$ cat config.mk
export PLATFORM = sky130hd
export DESIGN_NAME = bus_wait_gen
export DESIGN_NICKNAME = d
export VERILOG_FILES = /design/src/rtl/bus_wait_pkg.sv /design/src/rtl/bw_sync.sv /design/src/rtl/bw_counter.sv /design/src/rtl/bw_ctrl.sv /design/src/rtl/bus_wait_gen.sv
export SDC_FILE = /design/constraint.sdc
export NUM_CORES = 1
export LEC_CHECK = 0
export ABC_AREA = 1
export BUFFER_PORTS_ARGS = -buffer_cell sky130_fd_sc_hd__buf_4
export CAP_MARGIN = 20
export CORE_MARGIN = 2
export CORE_UTILIZATION = 55
export CTS_BUF_LIST = sky130_fd_sc_hd__clkbuf_4 sky130_fd_sc_hd__clkbuf_8
export CTS_CLUSTER_DIAMETER = 120
export DETAILED_ROUTE_END_ITERATION = 7
export PLACE_DENSITY_LB_ADDON = 0.12
export SLEW_MARGIN = 20
export SYNTH_ARGS = -nofsm -noshare
export SYNTH_HDL_FRONTEND = slang
export SYNTH_SLANG_ARGS = --single-unit
$ cat constraint.sdc
create_clock -name clk -period 1.58 [get_ports clk]
set_input_delay 0.316 -clock clk [delete_from_list [all_inputs] [get_ports clk]]
set_output_delay 0.316 -clock clk [all_outputs]
set_load 0.005 [all_outputs]
$ cat src/rtl/bus_wait_pkg.sv
package bus_wait_pkg;

    localparam int DEF_CNT_W       = 8;
    localparam int DEF_SYNC_STAGES = 2;

    typedef enum logic [1:0] {
        ST_IDLE  = 2'd0,
        ST_STALL = 2'd1,
        ST_HOLD  = 2'd2
    } bw_state_e;

    typedef struct packed {
        logic load;
        logic dec;
    } bw_cnt_cmd_t;

    function automatic logic access_hit(input logic phase, input logic sel_low);
        return phase & ~sel_low;
    endfunction

endpackage

$ cat src/rtl/bw_sync.sv
module bw_sync #(
    parameter int   STAGES  = 2,
    parameter logic RST_VAL = 1'b0
) (
    input  logic clk,
    input  logic rst,
    input  logic d,
    output logic q
);

    generate
        if (STAGES == 0) begin : g_bypass
            assign q = d;
        end else begin : g_chain
            logic [STAGES-1:0] ff;
            always_ff @(posedge clk) begin
                if (rst) begin
                    ff <= {STAGES{RST_VAL}};
                end else begin
                    ff[0] <= d;
                    for (int i = 1; i < STAGES; i++) begin
                        ff[i] <= ff[i-1];
                    end
                end
            end
            assign q = ff[STAGES-1];
        end
    endgenerate

endmodule

$ cat src/rtl/bw_counter.sv
module bw_counter
    import bus_wait_pkg::*;
#(
    parameter int CNT_W = DEF_CNT_W
) (
    input  logic             clk,
    input  logic             rst,
    input  bw_cnt_cmd_t      cmd,
    input  logic [CNT_W-1:0] load_val,
    output logic [CNT_W-1:0] cnt,
    output logic             last
);

    always_ff @(posedge clk) begin
        if (rst) begin
            cnt <= '0;
        end else if (cmd.load) begin
            cnt <= load_val;
        end else if (cmd.dec) begin
            cnt <= cnt - CNT_W'(1);
        end
    end

    assign last = (cnt == CNT_W'(1));

    // each decrement lowers the count by exactly one
    a_r3_count_down: assert property (@(posedge clk) disable iff (rst)
        (!cmd.load && cmd.dec) |=> (cnt == $past(cnt) - CNT_W'(1)));

endmodule

$ cat src/rtl/bw_ctrl.sv
module bw_ctrl
    import bus_wait_pkg::*;
(
    input  logic        clk,
    input  logic        rst,
    input  logic        qual,
    input  logic        cfg_zero,
    input  logic        last,
    output bw_cnt_cmd_t cmd,
    output bw_state_e   state
);

    bw_state_e nxt;

    always_comb begin
        nxt      = state;
        cmd.load = 1'b0;
        cmd.dec  = 1'b0;
        unique case (state)
            ST_IDLE: begin
                if (qual) begin
                    if (cfg_zero) begin
                        nxt = ST_HOLD;
                    end else begin
                        nxt      = ST_STALL;
                        cmd.load = 1'b1;
                    end
                end
            end
            ST_STALL: begin
                if (last) begin
                    nxt = ST_HOLD;
                end else begin
                    cmd.dec = 1'b1;
                end
            end
            ST_HOLD: begin
                if (!qual) begin
                    nxt = ST_IDLE;
                end
            end
            default: nxt = ST_IDLE;
        endcase
    end

    always_ff @(posedge clk) begin
        if (rst) begin
            state <= ST_IDLE;
        end else begin
            state <= nxt;
        end
    end

    // a zero count never enters the stall state
    a_r5_zero_skip: assert property (@(posedge clk) disable iff (rst)
        (state == ST_IDLE && qual && cfg_zero) |=> (state != ST_STALL));

    // a finished access stays parked while the condition persists
    a_r6_hold_sticky: assert property (@(posedge clk) disable iff (rst)
        (state == ST_HOLD && qual) |=> (state == ST_HOLD));

    // reaching the final count ends the stall
    a_r3_release: assert property (@(posedge clk) disable iff (rst)
        (state == ST_STALL && last) |=> (state != ST_STALL));

endmodule

$ cat src/rtl/bus_wait_gen.sv
module bus_wait_gen
    import bus_wait_pkg::*;
#(
    parameter int CNT_W       = DEF_CNT_W,
    parameter int SYNC_STAGES = DEF_SYNC_STAGES
) (
    input  logic             clk,
    input  logic             rst,
    input  logic             phi2,
    input  logic             sel_n,
    input  logic [CNT_W-1:0] wait_cycles,
    output logic             rdy
);

    logic        phi2_s;
    logic        sel_n_s;
    logic        qual;
    logic        last;
    logic [CNT_W-1:0] cnt;
    bw_cnt_cmd_t cmd;
    bw_state_e   state;

    bw_sync #(.STAGES(SYNC_STAGES), .RST_VAL(1'b0)) u_sync_phi2 (
        .clk (clk),
        .rst (rst),
        .d   (phi2),
        .q   (phi2_s)
    );

    bw_sync #(.STAGES(SYNC_STAGES), .RST_VAL(1'b1)) u_sync_sel (
        .clk (clk),
        .rst (rst),
        .d   (sel_n),
        .q   (sel_n_s)
    );

    assign qual = access_hit(phi2_s, sel_n_s);

    bw_ctrl u_ctrl (
        .clk      (clk),
        .rst      (rst),
        .qual     (qual),
        .cfg_zero (wait_cycles == '0),
        .last     (last),
        .cmd      (cmd),
        .state    (state)
    );

    bw_counter #(.CNT_W(CNT_W)) u_cnt (
        .clk      (clk),
        .rst      (rst),
        .cmd      (cmd),
        .load_val (wait_cycles),
        .cnt      (cnt),
        .last     (last)
    );

    assign rdy = (state != ST_STALL);

    // a new stall captures the programmed count
    a_r2_load: assert property (@(posedge clk) disable iff (rst)
        (state == ST_IDLE && qual && wait_cycles != '0)
        |=> (state == ST_STALL && cnt == $past(wait_cycles)));

    // without a qualified access the idle block keeps ready high
    a_r4_idle_ready: assert property (@(posedge clk) disable iff (rst)
        (state == ST_IDLE && !qual) |=> rdy);

endmodule

==> results of run 1 <==
==> cells in the final DEF, fill, tap and decap left out, types with 2 or more instances in the layout <==
cell	n
sky130_fd_sc_hd__nand2_1	26
sky130_fd_sc_hd__ha_1	2
sky130_fd_sc_hd__xnor2_1	2
sky130_fd_sc_hd__buf_4	13
sky130_fd_sc_hd__nor2_1	27
sky130_fd_sc_hd__inv_1	16
sky130_fd_sc_hd__nand3_1	13
sky130_fd_sc_hd__clkbuf_4	3
sky130_fd_sc_hd__o21ai_0	5
sky130_fd_sc_hd__nand4_1	4
sky130_fd_sc_hd__dfxtp_1	14
sky130_fd_sc_hd__nor2_2	2
sky130_fd_sc_hd__or2_2	2
==> worst min-delay path by stage <==
stage | endpoint | slack [ns] | cells past startpoint
floorplan | u_sync_phi2.g_chain.ff[1]$_SDFF_PP0_ | 0.39 | 2
global placement | u_sync_sel.g_chain.ff[1]$_SDFF_PP1_ | 0.39 | 1
detailed placement | u_sync_phi2.g_chain.ff[1]$_SDFF_PP0_ | 0.39 | 2
CTS | u_sync_sel.g_chain.ff[0]$_SDFF_PP1_ | 0.22 | 2
global route | u_sync_sel.g_chain.ff[0]$_SDFF_PP1_ | 0.23 | 2
finish | u_sync_sel.g_chain.ff[0]$_SDFF_PP1_ | 0.23 | 2
==> cell families (layout without fill, tap and decap cells) <==
family,Yosys count,in the layout,share of synthesized area
AOI/OAI and AO/OA,10,10,0.08702
xor gates and xnor gates,3,3,0.03207
adders and majority gates,2,2,0.03053
buffers and inverters,18,34,0.08396
DFF,14,14,0.3420
and+or+nand+nor,78,78,0.4244
==> where the power goes <==
part	internal (mW)	switching (mW)
combinational	0.0482	0.0568
sequential	0.363	0.00730
clock	0.140	0.121
==> metal layers <==
| metal | global-route usage | up-vias | wire length, um |
|---|---|---|---|
| li1 | - | 427 | - |
| met1 | 0.3175 | 338 | 873 |
| met2 | 0.3231 | 31 | 769 |
| met3 | 0.02586 | 2 | 117 |
| met4 | 0.08750 | 0 | 6 |
| met5 | 0 | - | 0 |
==> state kept, by name, indices dropped and copies added, names as in the netlist <==
register	count
u_cnt.cnt	8
u_ctrl.state	2
u_sync_phi2.g_chain.ff	2
u_sync_sel.g_chain.ff	2
==> metrics by stage <==
stage	util	power [mW]	std cells
floorplan	-	0.4420	125
global placement	0.6905	0.4790	152
detailed placement	0.6905	0.4814	152
CTS	0.7173	0.7386	156
global route	0.7173	0.7654	156
finish	0.7173	0.7365	156
==> final cells by class <==
cell class / count / share of cell area
multi-input cells: 93 / 0.4858
well taps: 15 / 0.01938
repair buffers: 13 / 0.1008
clock buffers: 4 / 0.03747
inverters: 17 / 0.06718
flip-flops and latches: 14 / 0.2894
==> impl_results.md, run 1 <==
- Critical path destination: rdy
- Vias in the first global route: 730
- Max-Slew Margin vs Limit: 0.7765
- Placeable core region: about 1400 sq um
- DRC marker count from the first detailed-route iteration: 21
- Die width: 42.60 um
- Final Skew: ~0.010 ns
- Full die area: 1815 sq um
- Total of flip-flops plus latches after synthesis: 14
- Number of sinks on the clock net: 14
- Max Transition Viols Final: 0
- All-Layer GR Usage: 0.2178
- Post-Synthesis Cells: approximately 130
- Source of the worst register-to-register timing path: u_cnt.cnt[1]$_SDFFE_PP0P_
- Number of gates on the worst path with buffers counted: 4
- Worst Max-Slew Pin Slew: 0.3353 ns
- Tightest Hold Check Type: in -> reg
- Top-count cell post-synth: sky130_fd_sc_hd__nor2_1
- Setup Viol. Count Final: 0
- CTS H-tree lvls: 1
- Final hold viol count: 0
- Count of nets left with antenna violations after detail routing: 0
- Number of library cell types mapped by synthesis: 23
- Number of placed I/O pins: 13
- Total of hold buffers inserted after clock tree synthesis: 0
- Yosys Warn Count: 0
- Cell area after placement: 932.1 sq um
- Count of buffers added by post-CTS timing repair for setup: 0
- Standard-cell rows: 13
- Total negative setup slack: 0 ns
- Multi-input gate area: about 470 sq um
- LEAKAGE: 0.4561 nW
- Worst Min Path Start: sel_n
- Largest buffer count on any clock path: 2
- Final cycle utilization of the critical path: 0.9319
- Area growth from synthesis to layout: 18.17%
- Syn_area_per_cell: 6.556 sq um
- Vertical die dimension: about 43 um
- Number of nets in the finished design: 156
- Cell type with the largest total area after synthesis: sky130_fd_sc_hd__dfxtp_1
- Number of maximum-capacitance violations: 0
- RSZ-0062 raised after global routing: false
- Largest delay contributor family on the critical path: buffers and inverters
- FMAX: 0.6791 GHz
- Setup slack of the most critical reg-to-reg path: roughly 0.15 ns
- CTS buffer count: 3
- Number of vias in the routed layout: 798
- Crit path cell chain: inv_1 > nor2_1 > inv_1 > buf_4
- Clock tree from TritonCTS: done
- Fill cell count: 113
- Residual DRC: 0
- Wire length of the first global-routing pass: just over 3 mm
- Iteration count of the initial detailed-routing pass: 4
- Top post-synthesis cells by area: sky130_fd_sc_hd__dfxtp_1 (34%), sky130_fd_sc_hd__nor2_1 (12%), sky130_fd_sc_hd__nand2_1 (12%)
- Number of cell instances on the worst register-to-register path: 9
- Type of origin of the critical path: flip-flop
- Share of post-route cells with drive strength above 1: 0.1986
- Initial core utilization: 0.6070
- Post-synth EDFFs: 0
- Cell type with the highest occurrence count on the critical path: sky130_fd_sc_hd__inv_1
- Total overflow reported by the global router: 0
- Maximum net fanout on the critical path: 3
- Critical Path AT: 1.16 ns
- Final weighted congestion in routability-driven placement: 0.9623
- Outcome: complete, no violations
- Count of port buffers added during placement: 12
- Sequential Area: 280.3 sq um
- Critical path endpoint category: output pin
- Number of antenna violations at the first check in global routing: 0
- Total nets after synthesis: about 140
- Largest net degree at the start of global routing: 11
- Post-synth design cell area: 819.5 sq um
- List of most frequent post-synthesis cells: sky130_fd_sc_hd__nor2_1 (27), sky130_fd_sc_hd__nand2_1 (26), sky130_fd_sc_hd__inv_1 (16)
- Share of the synthesized area in the top cell type: 0.3420
- Clk pin slew, worst setup/hold paths: 0.09 ns
- Shortest period the worst path allows: ~1.5 ns
- CP bufs+invs: 3
- Library cell contributing the largest single delay on the critical path: sky130_fd_sc_hd__dfxtp_1
- Type of the setup path with the least slack: reg -> out
- Asr flop ratio synth: 0
- DPL Wire Length: about 1.4 mm
- Max VDD drop: 0.5600 mV
- Root Driver: sky130_fd_sc_hd__clkbuf_4
- Critical Path Source: u_ctrl.state[0]$_SDFFE_PP0P_
- Design area: 968.4 sq um
- Count of instances resized after the clock tree is built: 0
- Total inserted antenna cells: 0
- Wire length per cell after detailed routing: between 10 and 15 um
- Worst Hold Slack: 0.2298 ns
- Total power divided by cell area: 760.5 nW/um^2
- Min setup slack post-route: 0.1075 ns
- Worst path required time: 1.26 ns
- Worst-skew pair later-pin latency: 0.28 ns
- Post-placement worst setup slack: between 0.1 and 0.15 ns
- FF-to-FF End: u_cnt.cnt[5]$_SDFFE_PP0P_
- Final wirelength: 1.766 mm
- Most used DFF post-synth: sky130_fd_sc_hd__dfxtp_1
- Max stage delay on crit path: 0.32 ns
- Via density per instance: 5.115
- Part of the Yosys area used for sequential elements: 0.3420
Note: power is estimated with default switching activity, not from simulation.
==> inputs of run 2 (changes only) <==
CORE_UTILIZATION = 54   (was 55)
==> run 2 against run 1 <==
- sequential cell count unchanged
- sequential power hardly changed
- combinational power is essentially flat
- maximum frequency about the same
- largest cell class unchanged
- largest power group unchanged
==> impl_results.md, run 2 (synthesis results as in run 1) <==
- Number of maximum-capacitance violations: 0
- Number of nets in the finished design: 158
- DPL Wire Length: roughly 1.5 mm
- Min setup slack post-route: around 0.11 ns
- Cell area after placement: 948.4 sq um
- Largest buffer count on any clock path: 2
- Final cycle utilization of the critical path: 0.9322
- Wire length per cell after detailed routing: 11.52 um
- Share of post-route cells with drive strength above 1: 0.2098
- Clock tree from TritonCTS: done
- All-Layer GR Usage: 0.2393
- Count of buffers added by post-CTS timing repair for setup: 0
- Setup Viol. Count Final: 0
- LEAKAGE: 0.4657 nW
- Max-Slew Margin vs Limit: 0.7827
- Initial core utilization: 0.5570
- Total of hold buffers inserted after clock tree synthesis: 0
- Vias in the first global route: 783
- Final hold viol count: 0
- Total overflow reported by the global router: 0
- CP bufs+invs: 3
- Final Skew: roughly 0.011 ns
- Worst-skew pair later-pin latency: just under 0.3 ns
- Iteration count of the initial detailed-routing pass: 4
- Critical path endpoint category: output pin
- Number of sinks on the clock net: 14
- Total inserted antenna cells: 0
- Count of port buffers added during placement: 12
- Worst path required time: 1.26 ns
- Share of power burned in registers: 0.496
- Tightest Hold Check Type: in -> reg
- Internal power: 0.5532 mW
- Flip-flop count of the largest register after layout: 8
- Top reg by flops: u_cnt.cnt
- Clk pin slew, worst setup/hold paths: around 0.080 ns
- Vertical die dimension: 42.96 um
- Residual DRC: 0
- Switching part of the total power: 0.2580
- Placeable core region: around 1500 sq um
- Final wirelength: around 1.8 mm
- Standard-cell rows: 14
- Die width: 42.96 um
- Design area: approximately 980 sq um
- Max stage delay on crit path: 0.31 ns
- Total negative setup slack: 0 ns
- Number of placed I/O pins: 13
- Maximum net fanout on the critical path: 3
- Shortest period the worst path allows: roughly 1.5 ns
- Library cell contributing the largest single delay on the critical path: sky130_fd_sc_hd__dfxtp_1
- Clock group share of total power: 0.363
- Count of instances resized after the clock tree is built: 0
- Combinational share of power: 0.141
- FMAX: ~0.68 GHz
- Largest delay contributor family on the critical path: buffers and inverters
- CTS buffer count: 3
- CTS H-tree lvls: 1
- Wire length of the first global-routing pass: 3.236 mm
- Full die area: 1845 sq um
- Via density per instance: approximately 5.4
- Worst Max-Slew Pin Slew: 0.3259 ns
- Count of nets left with antenna violations after detail routing: 0
- Number of antenna violations at the first check in global routing: 0
- RSZ-0062 raised after global routing: false
- Cell type with the highest occurrence count on the critical path: sky130_fd_sc_hd__inv_1
- Type of the setup path with the least slack: reg -> out
- Max Transition Viols Final: 0
- Number of vias in the routed layout: between 800 and 900
- Most common cell after layout, fill and taps aside: sky130_fd_sc_hd__nor2_1
- Root Driver: sky130_fd_sc_hd__clkbuf_4
- Final weighted congestion in routability-driven placement: around 0.87
- Post-placement worst setup slack: just under 0.1 ns
- Type of origin of the critical path: flip-flop
- Net switching power: 0.1924 mW
- Area growth from synthesis to layout: 20.15%
- Total power divided by cell area: ~760 nW/um^2
- Outcome: complete, no violations
- DRC marker count from the first detailed-route iteration: 47
- Critical Path AT: 1.16 ns
- Most used cells in the layout excluding fill and tap cells: sky130_fd_sc_hd__nor2_1 (27), sky130_fd_sc_hd__nand2_1 (26), sky130_fd_sc_hd__inv_1 (16), sky130_fd_sc_hd__buf_4 (15), sky130_fd_sc_hd__dfxtp_1 (14)
- Crit path cell chain: inv_1 > nor2_1 > inv_1 > buf_4
- Max VDD drop: 0.5272 mV
- Largest net degree at the start of global routing: 11
[run 2: cell type report]
type                    count  area [sq um]
inverters                  17         65.06
repair buffers             15         112.6
multi-input cells          93         470.5
clock buffers               4         36.28
well taps                  16         20.02
fillers                   146         486.7
flip-flops and latches     14         280.3
[run 2: final timing paths]
kind	startpoint	endpoint	slack (ns)	depth (start not counted)
max	u_ctrl.state[0]$_SDFFE_PP0P_	rdy	0.11	4
min	sel_n	u_sync_sel.g_chain.ff[0]$_SDFF_PP1_	0.21	2
max reg2reg	u_cnt.cnt[1]$_SDFFE_PP0P_	u_cnt.cnt[5]$_SDFFE_PP0P_	0.11	9
min reg2reg	u_sync_phi2.g_chain.ff[0]$_SDFF_PP0_	u_sync_phi2.g_chain.ff[1]$_SDFF_PP0_	0.41	2
[run 2: power by group through the flow]
stage / sequential [mW] / clock (mW) / combinational [mW]
6_report: 0.370 / 0.270 / 0.105
5_1_grt: 0.372 / 0.286 / 0.121
4_1_cts: 0.370 / 0.273 / 0.106
3_5_place_dp: 0.378 / 0 / 0.105
3_3_place_gp: 0.378 / 0 / 0.103
2_1_floorplan: 0.376 / 0 / 0.0656
[run 2: through the flow]
stage / util / hold slack, ns / power [mW] / cells
global route: 0.6692 / 0.2057 / 0.7784 / 159
finish: 0.6692 / 0.2106 / 0.7456 / 159
CTS: 0.6692 / 0.2105 / 0.7488 / 159
floorplan: - / 0.3883 / 0.4420 / 125
detailed placement: 0.6446 / 0.3976 / 0.4834 / 155
global placement: 0.6446 / 0.3941 / 0.4814 / 155
[run 2: layer usage]
metal / routed length [um] / vias up / GRT usage
met1: 810 / 384 / 0.2992
met4: 40 / 0 / 0.1333
met2: 841 / 32 / 0.3727
met5: 0 / - / 0
li1: - / 430 / -
met3: 139 / 5 / 0.05957
==> inputs of run 3 (changes only) <==
CELL_PAD_IN_SITES_DETAIL_PLACEMENT = 0   (was default)
CELL_PAD_IN_SITES_GLOBAL_PLACEMENT = 1   (was default)
CORE_UTILIZATION = 40   (was 54)
==> run 3 against run 2 <==
- utilization decreased by 16 points
- clock power decreased by 3%
- count of clock-buffer cells in the layout unchanged
- critical endpoint is now u_cnt.cnt[5]$_SDFFE_PP0P_
==> impl_results.md, run 3 (synthesis results as in run 1) <==
- Total power divided by cell area: 740.0 nW/um^2
- Min setup slack post-route: roughly 0.14 ns
- Vertical die dimension: 49.27 um
- Largest net degree at the start of global routing: 11
- Number of vias in the routed layout: 794
- Share of power burned in registers: 0.500
- Count of instances resized after the clock tree is built: 0
- CTS buffer count: 3
- Placeable core region: 1942 sq um
- Number of sinks on the clock net: 14
- FMAX: 0.6951 GHz
- RSZ-0062 raised after global routing: false
- Number of maximum-capacitance violations: 0
- Via density per instance: 4.671
- Worst Max-Slew Pin Slew: approximately 0.33 ns
- CTS H-tree lvls: 1
- Top reg by flops: u_cnt.cnt
- Final standard cell utilization of the core: 0.5142
- Root Driver: sky130_fd_sc_hd__clkbuf_4
- Internal power: around 0.55 mW
- Design area: 998.5 sq um
- Residual DRC: 0
- Vias in the first global route: 751
- Max Transition Viols Final: 0
- Max VDD drop: 0.4648 mV
- Total overflow reported by the global router: 0
- Switching part of the total power: 0.2520
- Total placed cells including tap cells: 166
- Combinational share of power: 0.144
- Net switching power: 0.1862 mW
- Number of placed I/O pins: 13
- Initial core utilization: 0.4220
- Number of antenna violations at the first check in global routing: 0
- Total negative setup slack: 0 ns
- Cell area after placement: 962.2 sq um
- Final hold viol count: 0
- All-Layer GR Usage: 0.1735
- Max-Slew Margin vs Limit: 0.7792
- Maximum net fanout on the critical path: 6
- Worst-skew pair later-pin latency: around 0.29 ns
- Flip-flop count of the largest register after layout: 8
- Type of origin of the critical path: flip-flop
- Wire length per cell after detailed routing: 10.73 um
- DPL Wire Length: ~1.4 mm
- Clock tree from TritonCTS: done
- Number of nets in the finished design: 158
- Die width: 49.27 um
- Count of buffers added by post-CTS timing repair for setup: 0
- Worst Hold Slack: 0.2126 ns
- Clk pin slew, worst setup/hold paths: about 0.09 ns
- Outcome: complete, no violations
- Most common cell after layout, fill and taps aside: sky130_fd_sc_hd__nor2_1
- Wire length of the first global-routing pass: 3.215 mm
- Total of hold buffers inserted after clock tree synthesis: 0
- Design Power: approximately 0.74 mW
- Worst path required time: roughly 1.8 ns
- Fill cell count: 210
- Worst Min Path Start: sel_n
- Shortest period the worst path allows: 1.439 ns
- Total inserted antenna cells: 0
- Most used cells in the layout excluding fill and tap cells: sky130_fd_sc_hd__nor2_1 (27), sky130_fd_sc_hd__nand2_1 (26), sky130_fd_sc_hd__inv_1 (16), sky130_fd_sc_hd__buf_4 (15), sky130_fd_sc_hd__dfxtp_1 (14)
- Final weighted congestion in routability-driven placement: 0.7769
- Standard-cell rows: 16
- Count of port buffers added during placement: 12
- Critical Path Source: u_cnt.cnt[4]$_SDFFE_PP0P_
- Largest buffer count on any clock path: 2
- Share of post-route cells with drive strength above 1: 0.2098
- Final wirelength: 1.824 mm
- Tightest Hold Check Type: in -> reg
- Setup Viol. Count Final: 0
- Type of the setup path with the least slack: reg -> reg
- LEAKAGE: ~0.47 nW
- DRC marker count from the first detailed-route iteration: 17
- Iteration count of the initial detailed-routing pass: 4
- Full die area: 2427 sq um
- Clock group share of total power: 0.356
- Post-placement worst setup slack: around 0.14 ns
- Critical Path AT: roughly 1.7 ns
- Final cycle utilization of the critical path: 0.9106
- Non-filler instance count after layout: 170
- Critical path endpoint category: flip-flop
- Final Skew: 0.004407 ns
- Count of nets left with antenna violations after detail routing: 0
- Source of the worst register-to-register timing path: u_cnt.cnt[4]$_SDFFE_PP0P_
- Area growth from synthesis to layout: 21.83%
[run 3: cell counts in the layout (fill, tap and decap cells not counted)]
Identical to the previous run, type by type.
[run 3: layout make-up]
cell class                      count  area (sq um)  area share
Multi-Input combinational cell     93         470.5      0.4712
Tap cell                           27         33.78     0.03383
Inverter                           17         65.06     0.06516
Sequential cell                    14         280.3      0.2807
Clock buffer                        4         36.28     0.03634
Timing Repair Buffer               15         112.6      0.1128
[run 3: critical path, cell delays in order (launching register included)]
cell and delay (ns):
sky130_fd_sc_hd__dfxtp_1 0.34, sky130_fd_sc_hd__nor2_1 0.24, sky130_fd_sc_hd__nand2_2 0.13, sky130_fd_sc_hd__o21ai_4 0.27
sky130_fd_sc_hd__nand2_4 0.12, sky130_fd_sc_hd__clkinv_2 0.10, sky130_fd_sc_hd__nand2_1 0.06, sky130_fd_sc_hd__a21oi_2 0.12
[run 3: power by group through the flow]
stage / Sequential (mW) / Combinational [mW] / Clock, mW
2_1_floorplan: 0.376 / 0.0656 / 0
3_3_place_gp: 0.378 / 0.106 / 0
3_5_place_dp: 0.378 / 0.106 / 0
4_1_cts: 0.370 / 0.106 / 0.275
5_1_grt: 0.371 / 0.120 / 0.285
6_report: 0.370 / 0.106 / 0.263
[run 3: final timing paths]
check / to / slack (ns) / depth (start not counted)
max reg2reg: u_cnt.cnt[5]$_SDFFE_PP0P_ / 0.14 / 7
min: u_sync_sel.g_chain.ff[0]$_SDFF_PP1_ / 0.21 / 2
min reg2reg: u_sync_phi2.g_chain.ff[1]$_SDFF_PP0_ / 0.41 / 2
max: u_cnt.cnt[5]$_SDFFE_PP0P_ / 0.14 / 7
[run 3: metal layers]
layer	track usage	vias to the layer above	wire [um]
li1	-	430	-
met1	0.2292	344	965
met2	0.2658	15	760
met3	0.02761	5	49
met4	0.1000	0	49
met5	0	-	0
